--- src/rtl/rfil_pkg.sv ---
package rfil_pkg;

    localparam int unsigned DEF_N_CH  = 8;
    localparam int unsigned DEF_N_ARC = 14;
    localparam int unsigned DEF_N_SW  = 2;
    localparam int unsigned DEF_PWR_W = 12;
    localparam int unsigned DEF_TMR_W = 10;

    // Source vector layout: bit 0 vacuum, then RF, then arc, then software.
    function automatic int unsigned src_count(input int unsigned n_ch,
                                              input int unsigned n_arc,
                                              input int unsigned n_sw);
        return 1 + n_ch + n_arc + n_sw;
    endfunction

    function automatic int unsigned code_width(input int unsigned n_src);
        return $clog2(n_src + 1);
    endfunction

endpackage

--- src/rtl/rfil_chan_qual.sv ---
module rfil_chan_qual #(
    parameter int unsigned PWR_W = rfil_pkg::DEF_PWR_W,
    parameter int unsigned TMR_W = rfil_pkg::DEF_TMR_W
) (
    input  logic             clk,
    input  logic             rst,
    input  logic             gate,
    input  logic             enable,
    input  logic [PWR_W-1:0] sample,
    input  logic [PWR_W-1:0] limit,
    input  logic [TMR_W-1:0] tlim,
    output logic             fault
);

    logic             over;
    logic [TMR_W-1:0] run_cnt;

    assign over = gate && (sample > limit);

    always_ff @(posedge clk) begin
        if (rst || !over) begin
            run_cnt <= '0;
        end else if (run_cnt != {TMR_W{1'b1}}) begin
            run_cnt <= run_cnt + 1'b1;
        end
    end

    assign fault = over && enable && (run_cnt >= tlim);

    AST_FAULT_NEEDS_HISTORY: assert property (@(posedge clk) disable iff (rst)
        (fault && tlim != '0) |-> $past(over));

endmodule

--- src/rtl/rfil_trip_latch.sv ---
module rfil_trip_latch #(
    parameter int unsigned N_SRC  = 25,
    parameter int unsigned CODE_W = 5
) (
    input  logic              clk,
    input  logic              rst,
    input  logic [N_SRC-1:0]  src_act,
    input  logic              trip_clear,
    output logic              trip_a,
    output logic              trip_b,
    output logic [CODE_W-1:0] fault_code
);

    logic              any_act;
    logic [CODE_W-1:0] first_code;

    assign any_act = |src_act;

    // Lowest index wins.
    always_comb begin
        first_code = '0;
        for (int i = N_SRC - 1; i >= 0; i--) begin
            if (src_act[i]) first_code = CODE_W'(i + 1);
        end
    end

    always_ff @(posedge clk) begin
        if (rst) begin
            trip_a <= 1'b0;
        end else if (any_act) begin
            trip_a <= 1'b1;
        end else if (trip_clear) begin
            trip_a <= 1'b0;
        end
    end

    always_ff @(posedge clk) begin
        if (rst) begin
            trip_b <= 1'b0;
        end else if (any_act) begin
            trip_b <= 1'b1;
        end else if (trip_clear) begin
            trip_b <= 1'b0;
        end
    end

    always_ff @(posedge clk) begin
        if (rst) begin
            fault_code <= '0;
        end else if (any_act && !trip_a) begin
            fault_code <= first_code;
        end else if (!any_act && trip_clear) begin
            fault_code <= '0;
        end
    end

    AST_SET_ON_SOURCE: assert property (@(posedge clk) disable iff (rst)
        any_act |=> trip_a);
    AST_TRIP_HOLD: assert property (@(posedge clk) disable iff (rst)
        (trip_a && !trip_clear) |=> trip_a);
    AST_LINES_AGREE: assert property (@(posedge clk) disable iff (rst)
        trip_a == trip_b);
    AST_CODE_STABLE: assert property (@(posedge clk) disable iff (rst)
        (trip_a && $past(trip_a)) |-> $stable(fault_code));
    AST_CODE_SET: assert property (@(posedge clk) disable iff (rst)
        trip_a |-> fault_code != '0);

endmodule

--- src/rtl/rf_trip_interlock.sv ---
module rf_trip_interlock #(
    parameter int unsigned N_CH  = rfil_pkg::DEF_N_CH,
    parameter int unsigned N_ARC = rfil_pkg::DEF_N_ARC,
    parameter int unsigned N_SW  = rfil_pkg::DEF_N_SW,
    parameter int unsigned PWR_W = rfil_pkg::DEF_PWR_W,
    parameter int unsigned TMR_W = rfil_pkg::DEF_TMR_W,
    localparam int unsigned N_SRC  = rfil_pkg::src_count(N_CH, N_ARC, N_SW),
    localparam int unsigned CODE_W = rfil_pkg::code_width(N_SRC)
) (
    input  logic                    clk,
    input  logic                    rst,
    input  logic                    rf_gate,
    input  logic [N_CH*PWR_W-1:0]   pwr_sample,
    input  logic [N_CH*PWR_W-1:0]   pwr_limit,
    input  logic [N_CH*TMR_W-1:0]   time_limit,
    input  logic [N_CH-1:0]         ch_enable,
    input  logic [N_ARC-1:0]        arc_in,
    input  logic [N_ARC-1:0]        arc_enable,
    input  logic [N_SW-1:0]         sw_req,
    input  logic [N_SW-1:0]         sw_enable,
    input  logic                    vacuum_ok,
    input  logic                    trip_clear,
    output logic                    trip_a,
    output logic                    trip_b,
    output logic [CODE_W-1:0]       fault_code
);

    logic [N_CH-1:0]  rf_fault;
    logic [N_SRC-1:0] src_act;

    for (genvar k = 0; k < N_CH; k++) begin : g_ch
        rfil_chan_qual #(
            .PWR_W(PWR_W),
            .TMR_W(TMR_W)
        ) u_qual (
            .clk    (clk),
            .rst    (rst),
            .gate   (rf_gate),
            .enable (ch_enable[k]),
            .sample (pwr_sample[k*PWR_W +: PWR_W]),
            .limit  (pwr_limit[k*PWR_W +: PWR_W]),
            .tlim   (time_limit[k*TMR_W +: TMR_W]),
            .fault  (rf_fault[k])
        );
    end

    assign src_act = {sw_req & sw_enable, arc_in & arc_enable, rf_fault, ~vacuum_ok};

    rfil_trip_latch #(
        .N_SRC (N_SRC),
        .CODE_W(CODE_W)
    ) u_latch (
        .clk        (clk),
        .rst        (rst),
        .src_act    (src_act),
        .trip_clear (trip_clear),
        .trip_a     (trip_a),
        .trip_b     (trip_b),
        .fault_code (fault_code)
    );

    AST_VACUUM_TRIP: assert property (@(posedge clk) disable iff (rst)
        !vacuum_ok |=> (trip_a && trip_b));
    AST_NO_RF_OFF_GATE: assert property (@(posedge clk) disable iff (rst)
        !rf_gate |-> rf_fault == '0);

endmodule

--- config.mk ---
export PLATFORM = sky130hd
export DESIGN_NAME = rf_trip_interlock
export DESIGN_NICKNAME = d
export VERILOG_FILES = /design/src/rtl/rfil_pkg.sv /design/src/rtl/rfil_chan_qual.sv /design/src/rtl/rfil_trip_latch.sv /design/src/rtl/rf_trip_interlock.sv
export SDC_FILE = /design/constraint.sdc
export NUM_CORES = 1
export LEC_CHECK = 0
export BUFFER_PORTS_ARGS = -buffer_cell sky130_fd_sc_hd__buf_4
export CAP_MARGIN = 20
export CORE_AREA = 2 2 128 130
export DETAILED_ROUTE_END_ITERATION = 8
export DIE_AREA = 0 0 130 132
export PLACE_DENSITY_LB_ADDON = 0.05
export SLEW_MARGIN = 20
export SYNTH_ARGS = -nofsm -noshare
export SYNTH_HDL_FRONTEND = slang
export SYNTH_SLANG_ARGS = --single-unit
--- constraint.sdc ---
create_clock -name clk -period 4.9 [get_ports clk]
set_input_delay 0.245 -clock clk [delete_from_list [all_inputs] [get_ports clk]]
set_output_delay 0.245 -clock clk [all_outputs]
set_load 0.01 [all_outputs]
* Word level (Yosys, flattened, before mapping)
Index checks and enable logic that the tools add are counted.
Cells by class: bitwise gates (word level) 3, reduce and logical (&&, ||, !) cells 47, mux-type cells 29, equality and inequality tests 8, add/subtract/negate cells 8, magnitude comparators 16
Operator list (count):
- 5-bit two-way mux | 27
- 12-bit > comparator | 8
- 10-bit by 1-bit adder with 10-bit output, second input constant | 8
- 10-bit greater-or-equal comparator | 8
- 10-bit != test, second input constant | 8
- 1-bit logical AND | 26
- 25-bit OR reduction | 1
- 14-bit bitwise AND | 1
- 1-bit zero test | 10
- 1-bit logical OR | 8
- 2-bit nonzero test | 2
- 2-bit bitwise AND | 1
- 1-bit two-way mux | 2
- 1-bit NOT | 1
Storage, ports and cells: output and inout bits 7, logic and storage cells 121, register bits after elaboration 86, input port bits 317

* Logic depth before layout (Yosys ltp)
Gate-level depths: netlist of the first run.
word-level depth 27, gate-level depth with buffers 11, mapped depth without buffers 11

* By module
Synthesis of the first run repeated with hierarchy kept, for this count alone.
Second synthesis, totals: cell total of the unflattened synthesis 1096, area total of the unflattened synthesis 8704.6 µm²
Modules (own cells, without submodules):
- rfil_chan_qual | area an instance 1007.2 µm², cells an instance 126, times used 8, seq. area each 200.2 µm²
- rfil_trip_latch | area an instance 543.0 µm², cells an instance 71, times used 1, seq. area each 120.1 µm²
- rf_trip_interlock | area an instance 103.8 µm², cells an instance 17, times used 1, seq. area each 0.0 µm²

* Worst setup path after synthesis of the first run
No wires, ideal clock.
path type reg2reg, from register g_ch[4].u_qual.run_cnt[0], to register u_latch.fault_code[1], library setup time 0.129 ns, clock period less this slack 2.513 ns, data required time 4.771 ns, path buffers 0, data arrival time 2.383 ns, stages on the path, launching flop included 12, path slack 2.387 ns, path through dfxtp_1 inv_1 ha_1 nand2b_1 a2111oi_0 o31a_1 or4_1 nor2_1 and4bb_4 and4_4 a21oi_2 o41ai_1
On the way: cells in the longest elaborated chain, start to end 9, elaborated cells between the ends (all ways) 14, those cells by class order compare (1); mux (7); reduce/logical (6)
RTL lines:
- start, declared | line rfil_chan_qual.sv:16 | logic [TMR_W-1:0] run_cnt;
- start signal, assigned | line rfil_chan_qual.sv:24 | run_cnt <= run_cnt + 1'b1;
- 10-bit greater-or-equal comparator * | line rfil_chan_qual.sv:28 | assign fault = over && enable && (run_cnt >= tlim);
- 1-bit logical AND * | line rfil_chan_qual.sv:28
- 5-bit two-way mux (6 in series) | line rfil_trip_latch.sv:23 | if (src_act[i]) first_code = CODE_W'(i + 1);
- 5-bit two-way mux | line rfil_trip_latch.sv:50 | end else if (any_act && !trip_a) begin
- end signal, assigned | line rfil_trip_latch.sv:51 | fault_code <= first_code;
- end, declared | line rfil_trip_latch.sv:11 | output logic [CODE_W-1:0] fault_code
Every way passes the cells marked *; elsewhere a longest branch is shown, timed or not. A chain may end at the register's enable or synchronous reset.

* Worst setup path in the final report of the first run
from register g_ch[4].u_qual.run_cnt[0], to register u_latch.fault_code[2]
Same word-level chain as after synthesis.

==> results.sh, run 1 <==
export IMPL_wl_um=22500
export IMPL_yosysUniqueCellTypes=57
export IMPL_clk_pin_slew_ns=0.06
export IMPL_skew_ns=0.00627
export IMPL_synth_area_leaders="ha_1, dfxtp_1, inv_1, nor2_1, a21oi_1"
export IMPL_wl_per_cell_um=13.6
export IMPL_grt_pass1_wl_um=37100
export IMPL_critPathKind="flop to flop"
export IMPL_vias=8817
export IMPL_synth_area_per_cell_um2=7.69
export IMPL_synth_warnings=0
export IMPL_ys_seq_area_share_pct=20.3
export IMPL_cts_root_buf="clkbuf_16"
export IMPL_initial_core_util_pct=53.9
export IMPL_status="complete, no violations"
export IMPL_finalCoreUtilization_pct=73.1
export IMPL_switching_share_pct=24.6
export IMPL_power_density_nw_per_um2=174
export IMPL_crit_slowest_cell="or4_1"
export IMPL_worst_slack_ns=2.14
export IMPL_synth_edff_count=0
export IMPL_die_y_um=132
export IMPL_antenna_cells=0
export IMPL_dieArea_um2=17200
export IMPL_route_detailed_drc=0
export IMPL_synth_cells=1102
export IMPL_slew_viol_final=0
export IMPL_seqPwrFrac_pct=35.6
export IMPL_whs_path_depth=2
export IMPL_ys_seq_elements=86
export IMPL_via_per_inst=5.34
export IMPL_nets=1930
export IMPL_detail_route_antenna_nets=0
export IMPL_hold_viol=0
export IMPL_path_depth=11
export IMPL_die_width_um=130
export IMPL_combPwrFrac_pct=24.9
export IMPL_wl_met1_um=9130
export IMPL_drt_iter0_markers=391
export IMPL_syn_to_final_growth_pct=35.6
export IMPL_fin_setup_tns_ns=0
export IMPL_synth_net_count=1603
export IMPL_cts_buffer_depth=2
export IMPL_portBuffers=323
export IMPL_fin_crit_sh_pct=56.4
export IMPL_top_layer="met4"
export IMPL_cts_tree="built"
export IMPL_num_rows=46
export IMPL_clkSinkCount=86
export IMPL_grt_setup_unrepaired="no"
export IMPL_crit_path_end_kind="flop"
export IMPL_path_delay_family="simple AND/OR/NAND/NOR gates"
export IMPL_cts_resized=0
export IMPL_met3WireLength_um=1630
export IMPL_nFillCells=1336
export IMPL_fmaxAchievable_ghz=0.362
export IMPL_cp_required_ns=5.12
export IMPL_syn_area_um2=8470
export IMPL_synth_common_cells="inv_1, ha_1, nor2_1, dfxtp_1, nand2_1"
export IMPL_setup_violations=0
export IMPL_cp_max_fo=4
export IMPL_ios=324
export IMPL_fin_crit_ns=2.76
export IMPL_hpwl_um=19300
export IMPL_grt_util_all_layers_pct=26.2
export IMPL_post_place_ws_ns=2.10
export IMPL_path_buf_inv=1
export IMPL_cts_hold_buf=0
export IMPL_crit_chain="inv_1 -> ha_1 -> nand2b_1 -> a2111oi_0 -> o31a_1 -> or4_1 -> nor2_1 -> and4bb_4 -> and4_4 -> a21oi_2 -> o41ai_1"
export IMPL_internal_power_w=0.00151
export IMPL_dr_pass1_iters=5
export IMPL_worstRegToRegCells=11
export IMPL_yosysMostFrequentCell="inv_1"
export IMPL_total_leakage_power_nw=6.02
export IMPL_synth_top_area_cell="ha_1"
export IMPL_startpoint_type="flop"
export IMPL_grt_antenna_before_repair=0
export IMPL_synth_top_area_share_pct=27.2
export IMPL_ir_drop_v=0.000172
export IMPL_p_switching_w=0.000494
export IMPL_grt_ovfl_total=0
export IMPL_synth_ff_type="dfxtp_1"
export IMPL_whs_ns=0.154
export IMPL_worst_pin_slew_ns=0.622
export IMPL_routabilityCongestion=0.876
export IMPL_wl_met2_um=11000
export IMPL_relSlewSlack_pct=57.4
export IMPL_grt_max_degree=15
export IMPL_core_area_um2=15700
export IMPL_cp_data_arrival_time_ns=2.98
export IMPL_post_cts_setup_buffers=0
export IMPL_clk_latency_ns=0.34
export IMPL_clkPwrFrac_pct=39.4
export IMPL_async_reset_ff_share_pct=0
export IMPL_cts_max_level=3
export IMPL_max_stage_delay_ns=0.56
export IMPL_worstHoldPathType="primary input to flop"
export IMPL_layout_drive_gt1_share_pct=24.1
export IMPL_first_global_vias=8679
export IMPL_maxCapViolations=0
export IMPL_cts_made_buffers=9
==> area by class of cell <==
type	count	area (µm²)	share of cell area, %
multi-input combinational	817	6000	52.2
clock buffer	11	243	2.11
timing repair buffer	324	2430	21.2
inverter	191	717	6.24
tap	216	270	2.35
sequential	86	1720	15.0
clock inverter	5	106	0.926
==> stage by stage <==
stage / power, W / instances / area [µm²]
floorplan: 0.000960 / 1102 / 8470
global placement: 0.00122 / 1634 / 11100
detailed placement: 0.00123 / 1634 / 11100
CTS: 0.00202 / 1650 / 11500
global route: 0.00212 / 1650 / 11500
finish: 0.00200 / 1650 / 11500
==> power groups by stage <==
stage / combinational, W / clock (W) / sequential [W]
detailed placement: 0.000502 / 0 / 0.000730
global placement: 0.000489 / 0 / 0.000730
floorplan: 0.000230 / 0 / 0.000729
finish: 0.000500 / 0.000790 / 0.000714
CTS: 0.000505 / 0.000800 / 0.000714
global route: 0.000571 / 0.000835 / 0.000715
==> worst paths after layout <==
path | from | to | slack, ns
max reg2reg | g_ch[4].u_qual.run_cnt[0]$_SDFFE_PP0P_ | u_latch.fault_code[2]$_SDFFE_PP0P_ | 2.14
min | rst | u_latch.trip_a$_SDFFE_PP0P_ | 0.15
max | g_ch[4].u_qual.run_cnt[0]$_SDFFE_PP0P_ | u_latch.fault_code[2]$_SDFFE_PP0P_ | 2.14
min reg2reg | u_latch.fault_code[3]$_SDFFE_PP0P_ | u_latch.fault_code[3]$_SDFFE_PP0P_ | 0.47
==> state kept, by name, summed over array words and instances, names as in the netlist <==
register and flops:
g_ch.u_qual.run_cnt 80, u_latch.fault_code 5, u_latch.trip_a 1
==> layout by cell type, fill, tap and decap left out, types with 4 or more instances in the layout <==
cell type | netlist | routed
a2111oi_0 | 7 | 7
a211oi_1 | 18 | 18
a21boi_0 | 4 | 4
a21o_1 | 17 | 17
a21oi_1 | 59 | 59
a22oi_1 | 4 | 4
a31oi_1 | 9 | 9
and2_1 | 9 | 9
and3_1 | 11 | 11
buf_4 | 1 | 324
clkbuf_16 | 0 | 9
dfxtp_1 | 86 | 86
ha_1 | 184 | 184
inv_1 | 191 | 191
mux2i_1 | 10 | 10
nand2_1 | 68 | 68
nand2b_1 | 15 | 15
nand3_1 | 54 | 54
nand4_1 | 40 | 40
nor2_1 | 100 | 100
nor2b_1 | 14 | 14
nor3_1 | 20 | 20
o2111a_1 | 4 | 4
o2111ai_1 | 5 | 5
o211ai_1 | 10 | 10
o21a_1 | 10 | 10
o21ai_0 | 49 | 49
o41ai_1 | 4 | 4
or3_1 | 8 | 8
or4_1 | 5 | 5
xnor2_1 | 19 | 19
xor2_1 | 20 | 20
==> layer usage <==
metal,vias up,GRT usage (%)
li1,4548,-
met1,3917,29.6
met2,295,47.4
met3,57,6.41
met4,0,8.96
met5,-,0
==> cell families (layout without fill, tap and decap cells) <==
family | Yosys count | count (layout) | synth area share (%)
xor gates and xnor gates | 39 | 39 | 4.03
and+or+nand+nor | 361 | 361 | 21.1
DFF | 86 | 86 | 20.3
buffers and inverters | 199 | 531 | 8.86
muxes | 10 | 10 | 1.18
adders and majority gates | 184 | 184 | 27.2
AOI/OAI and AO/OA | 223 | 223 | 17.3
(Power assumes the default switching activity.)
==> run 2: changes to the inputs <==
- CORE_AREA: 2 2 128 130 -> 2 2 132 134
- DIE_AREA: 0 0 130 132 -> 0 0 134 136
- clock period: 4.9 -> 2.7 ns (I/O delays scaled with it)
==> run 2 against run 1 <==
  * Register-to-register slack got worse by 2.0 ns
  * Count of clock-buffer cells in the layout fell by 2
  * Critical path type unchanged
  * Largest cell class unchanged
  * Combinational power increased by 88%
  * Flip-flop and latch count unchanged
  * Routed wire length grew 0.79%
==> results.sh, run 2 (synthesized netlist as in run 1, its figures left out) <==
export IMPL_status="complete, no violations"
export IMPL_die_width_um=134
export IMPL_cts_hold_buf=0
export IMPL_fmaxAchievable_ghz=0.385
export IMPL_cts_made_buffers=9
export IMPL_via_per_inst=5.20
export IMPL_grt_busiest_layer="met2"
export IMPL_grt_met1_usage_pct=28.5
export IMPL_vias=8728
export IMPL_cts_root_buf="clkbuf_16"
export IMPL_cts_buffer_depth=2
export IMPL_critPathKind="flop to flop"
export IMPL_dieArea_um2=18200
export IMPL_relSlewSlack_pct=46.2
export IMPL_skew_ns=0.00884
export IMPL_crit_path_end_kind="flop"
export IMPL_cp_max_fo=4
export IMPL_core_area_um2=16900
export IMPL_startpoint_type="flop"
export IMPL_grt_pass1_wl_um=36400
export IMPL_total_leakage_power_nw=6.16
export IMPL_layout_drive_gt1_share_pct=26.6
export IMPL_fin_setup_tns_ns=0
export IMPL_cp_data_arrival_time_ns=2.81
export IMPL_hold_viol=0
export IMPL_cts_max_level=3
export IMPL_worstHoldPathType="primary input to flop"
export IMPL_placed_cells=1660
export IMPL_crit_slowest_cell="or4_4"
export IMPL_route_detailed_drc=0
export IMPL_fin_crit_sh_pct=96.2
export IMPL_grt_util_all_layers_pct=24.3
export IMPL_cts_tree="built"
export IMPL_grt_ovfl_total=0
export IMPL_worst_pin_slew_ns=0.803
export IMPL_nets=1949
export IMPL_wl_um=22700
export IMPL_largest_reg_flops=80
export IMPL_dr_pass1_iters=5
export IMPL_met2_usage_pct=45.4
export IMPL_detail_route_antenna_nets=0
export IMPL_drt_iter0_markers=369
export IMPL_setup_violations=0
export IMPL_grt_setup_unrepaired="yes"
export IMPL_num_rows=48
export IMPL_grt_antenna_before_repair=0
export IMPL_clkSinkCount=86
export IMPL_power_density_nw_per_um2=306
export IMPL_syn_to_final_growth_pct=38.7
export IMPL_routabilityCongestion=0.893
export IMPL_maxCapViolations=0
export IMPL_initial_core_util_pct=50.2
export IMPL_reg_largest_list="g_ch.u_qual.run_cnt x80, u_latch.fault_code x5, u_latch.trip_a x1"
export IMPL_portBuffers=323
export IMPL_clk_pin_slew_ns=0.07
export IMPL_ios=324
export IMPL_first_global_vias=8298
export IMPL_grt_max_degree=17
export IMPL_layout_common_cells="buf_4, inv_1, ha_1"
export IMPL_wl_per_cell_um=13.5
export IMPL_layout_commonest_cell="buf_4"
export IMPL_fin_crit_ns=2.60
export IMPL_clk_latency_ns=0.34
export IMPL_slew_viol_final=0
export IMPL_hpwl_um=19400
export IMPL_instances_no_fill=1678
export IMPL_ir_drop_v=0.000279
export IMPL_antenna_cells=0
export IMPL_max_stage_delay_ns=0.54
export IMPL_whs_ns=0.0671
export IMPL_largest_register="g_ch.u_qual.run_cnt"
export IMPL_die_y_um=136
export IMPL_crit_chain="inv_1 -> ha_1 -> nand2b_1 -> a2111oi_2 -> o31a_1 -> or4_4 -> nor2_2 -> and4bb_4 -> and4_4 -> a21oi_4 -> o41ai_2"
export IMPL_fin_area_um2=11700
export IMPL_cp_required_ns=2.92
export IMPL_place_area_um2=11300
export IMPL_finalCoreUtilization_pct=69.6
export IMPL_nFillCells=1471
export IMPL_met3_usage_pct=4.70
==> run 2: metal layers <==
layer	wire length (µm)	vias to the layer above
met5	0	-
met4	369	0
met3	1460	30
met2	11100	261
met1	9690	3863
li1	-	4574
==> run 2: final cells by class <==
cell class | instances | area (µm²) | area share (%)
tap | 225 | 282 | 2.40
multi-input combinational | 817 | 6120 | 52.1
timing repair buffer | 343 | 2570 | 21.9
clock inverter | 7 | 105 | 0.895
inverter | 191 | 717 | 6.10
clock buffer | 9 | 225 | 1.92
sequential | 86 | 1720 | 14.7
==> run 2: worst paths after layout <==
check / from / endpoint / slack, ns / cells after the start
worst max register to register: g_ch[4].u_qual.run_cnt[0]$_SDFFE_PP0P_ / u_latch.fault_code[1]$_SDFFE_PP0P_ / 0.10 / 11
worst max-delay path: g_ch[4].u_qual.run_cnt[0]$_SDFFE_PP0P_ / u_latch.fault_code[1]$_SDFFE_PP0P_ / 0.10 / 11
worst min register to register: u_latch.fault_code[2]$_SDFFE_PP0P_ / u_latch.fault_code[2]$_SDFFE_PP0P_ / 0.49 / 2
worst min-delay path: rst / u_latch.trip_a$_SDFFE_PP0P_ / 0.07 / 2
==> run 2: per-stage QoR <==
step | total power, W | setup slack, ns
after global routing | 0.00380 | -0.0261
after global placement | 0.00223 | 0.0703
final | 0.00359 | 0.103
after floorplan | 0.00174 | 0.187
after CTS | 0.00361 | 0.0149
after detailed placement | 0.00225 | 0.00875
==> run 2: what timing repair did <==
item	in CTS	in global routing
pin swaps	0	13
setup buffers	0	2
endpoints found under the setup margin	1	5
resized for setup	1	27
hold endpoints to repair	0	0
==> run 2: power by group <==
part	internal [W]	total, W	switching (W)
Combinational	0.000546	0.000940	0.000394
Sequential	0.00128	0.00129	0.0000128
Clock	0.000823	0.00136	0.000534
==> run 2: worst max-delay path, delay by kind of cell, from the launching register on <==
family,cells,cell delay (ns)
compound gates,4,0.65
buf+inv,1,0.05
simple gates,5,1.18
fa+ha+maj,1,0.26
flops,1,0.33
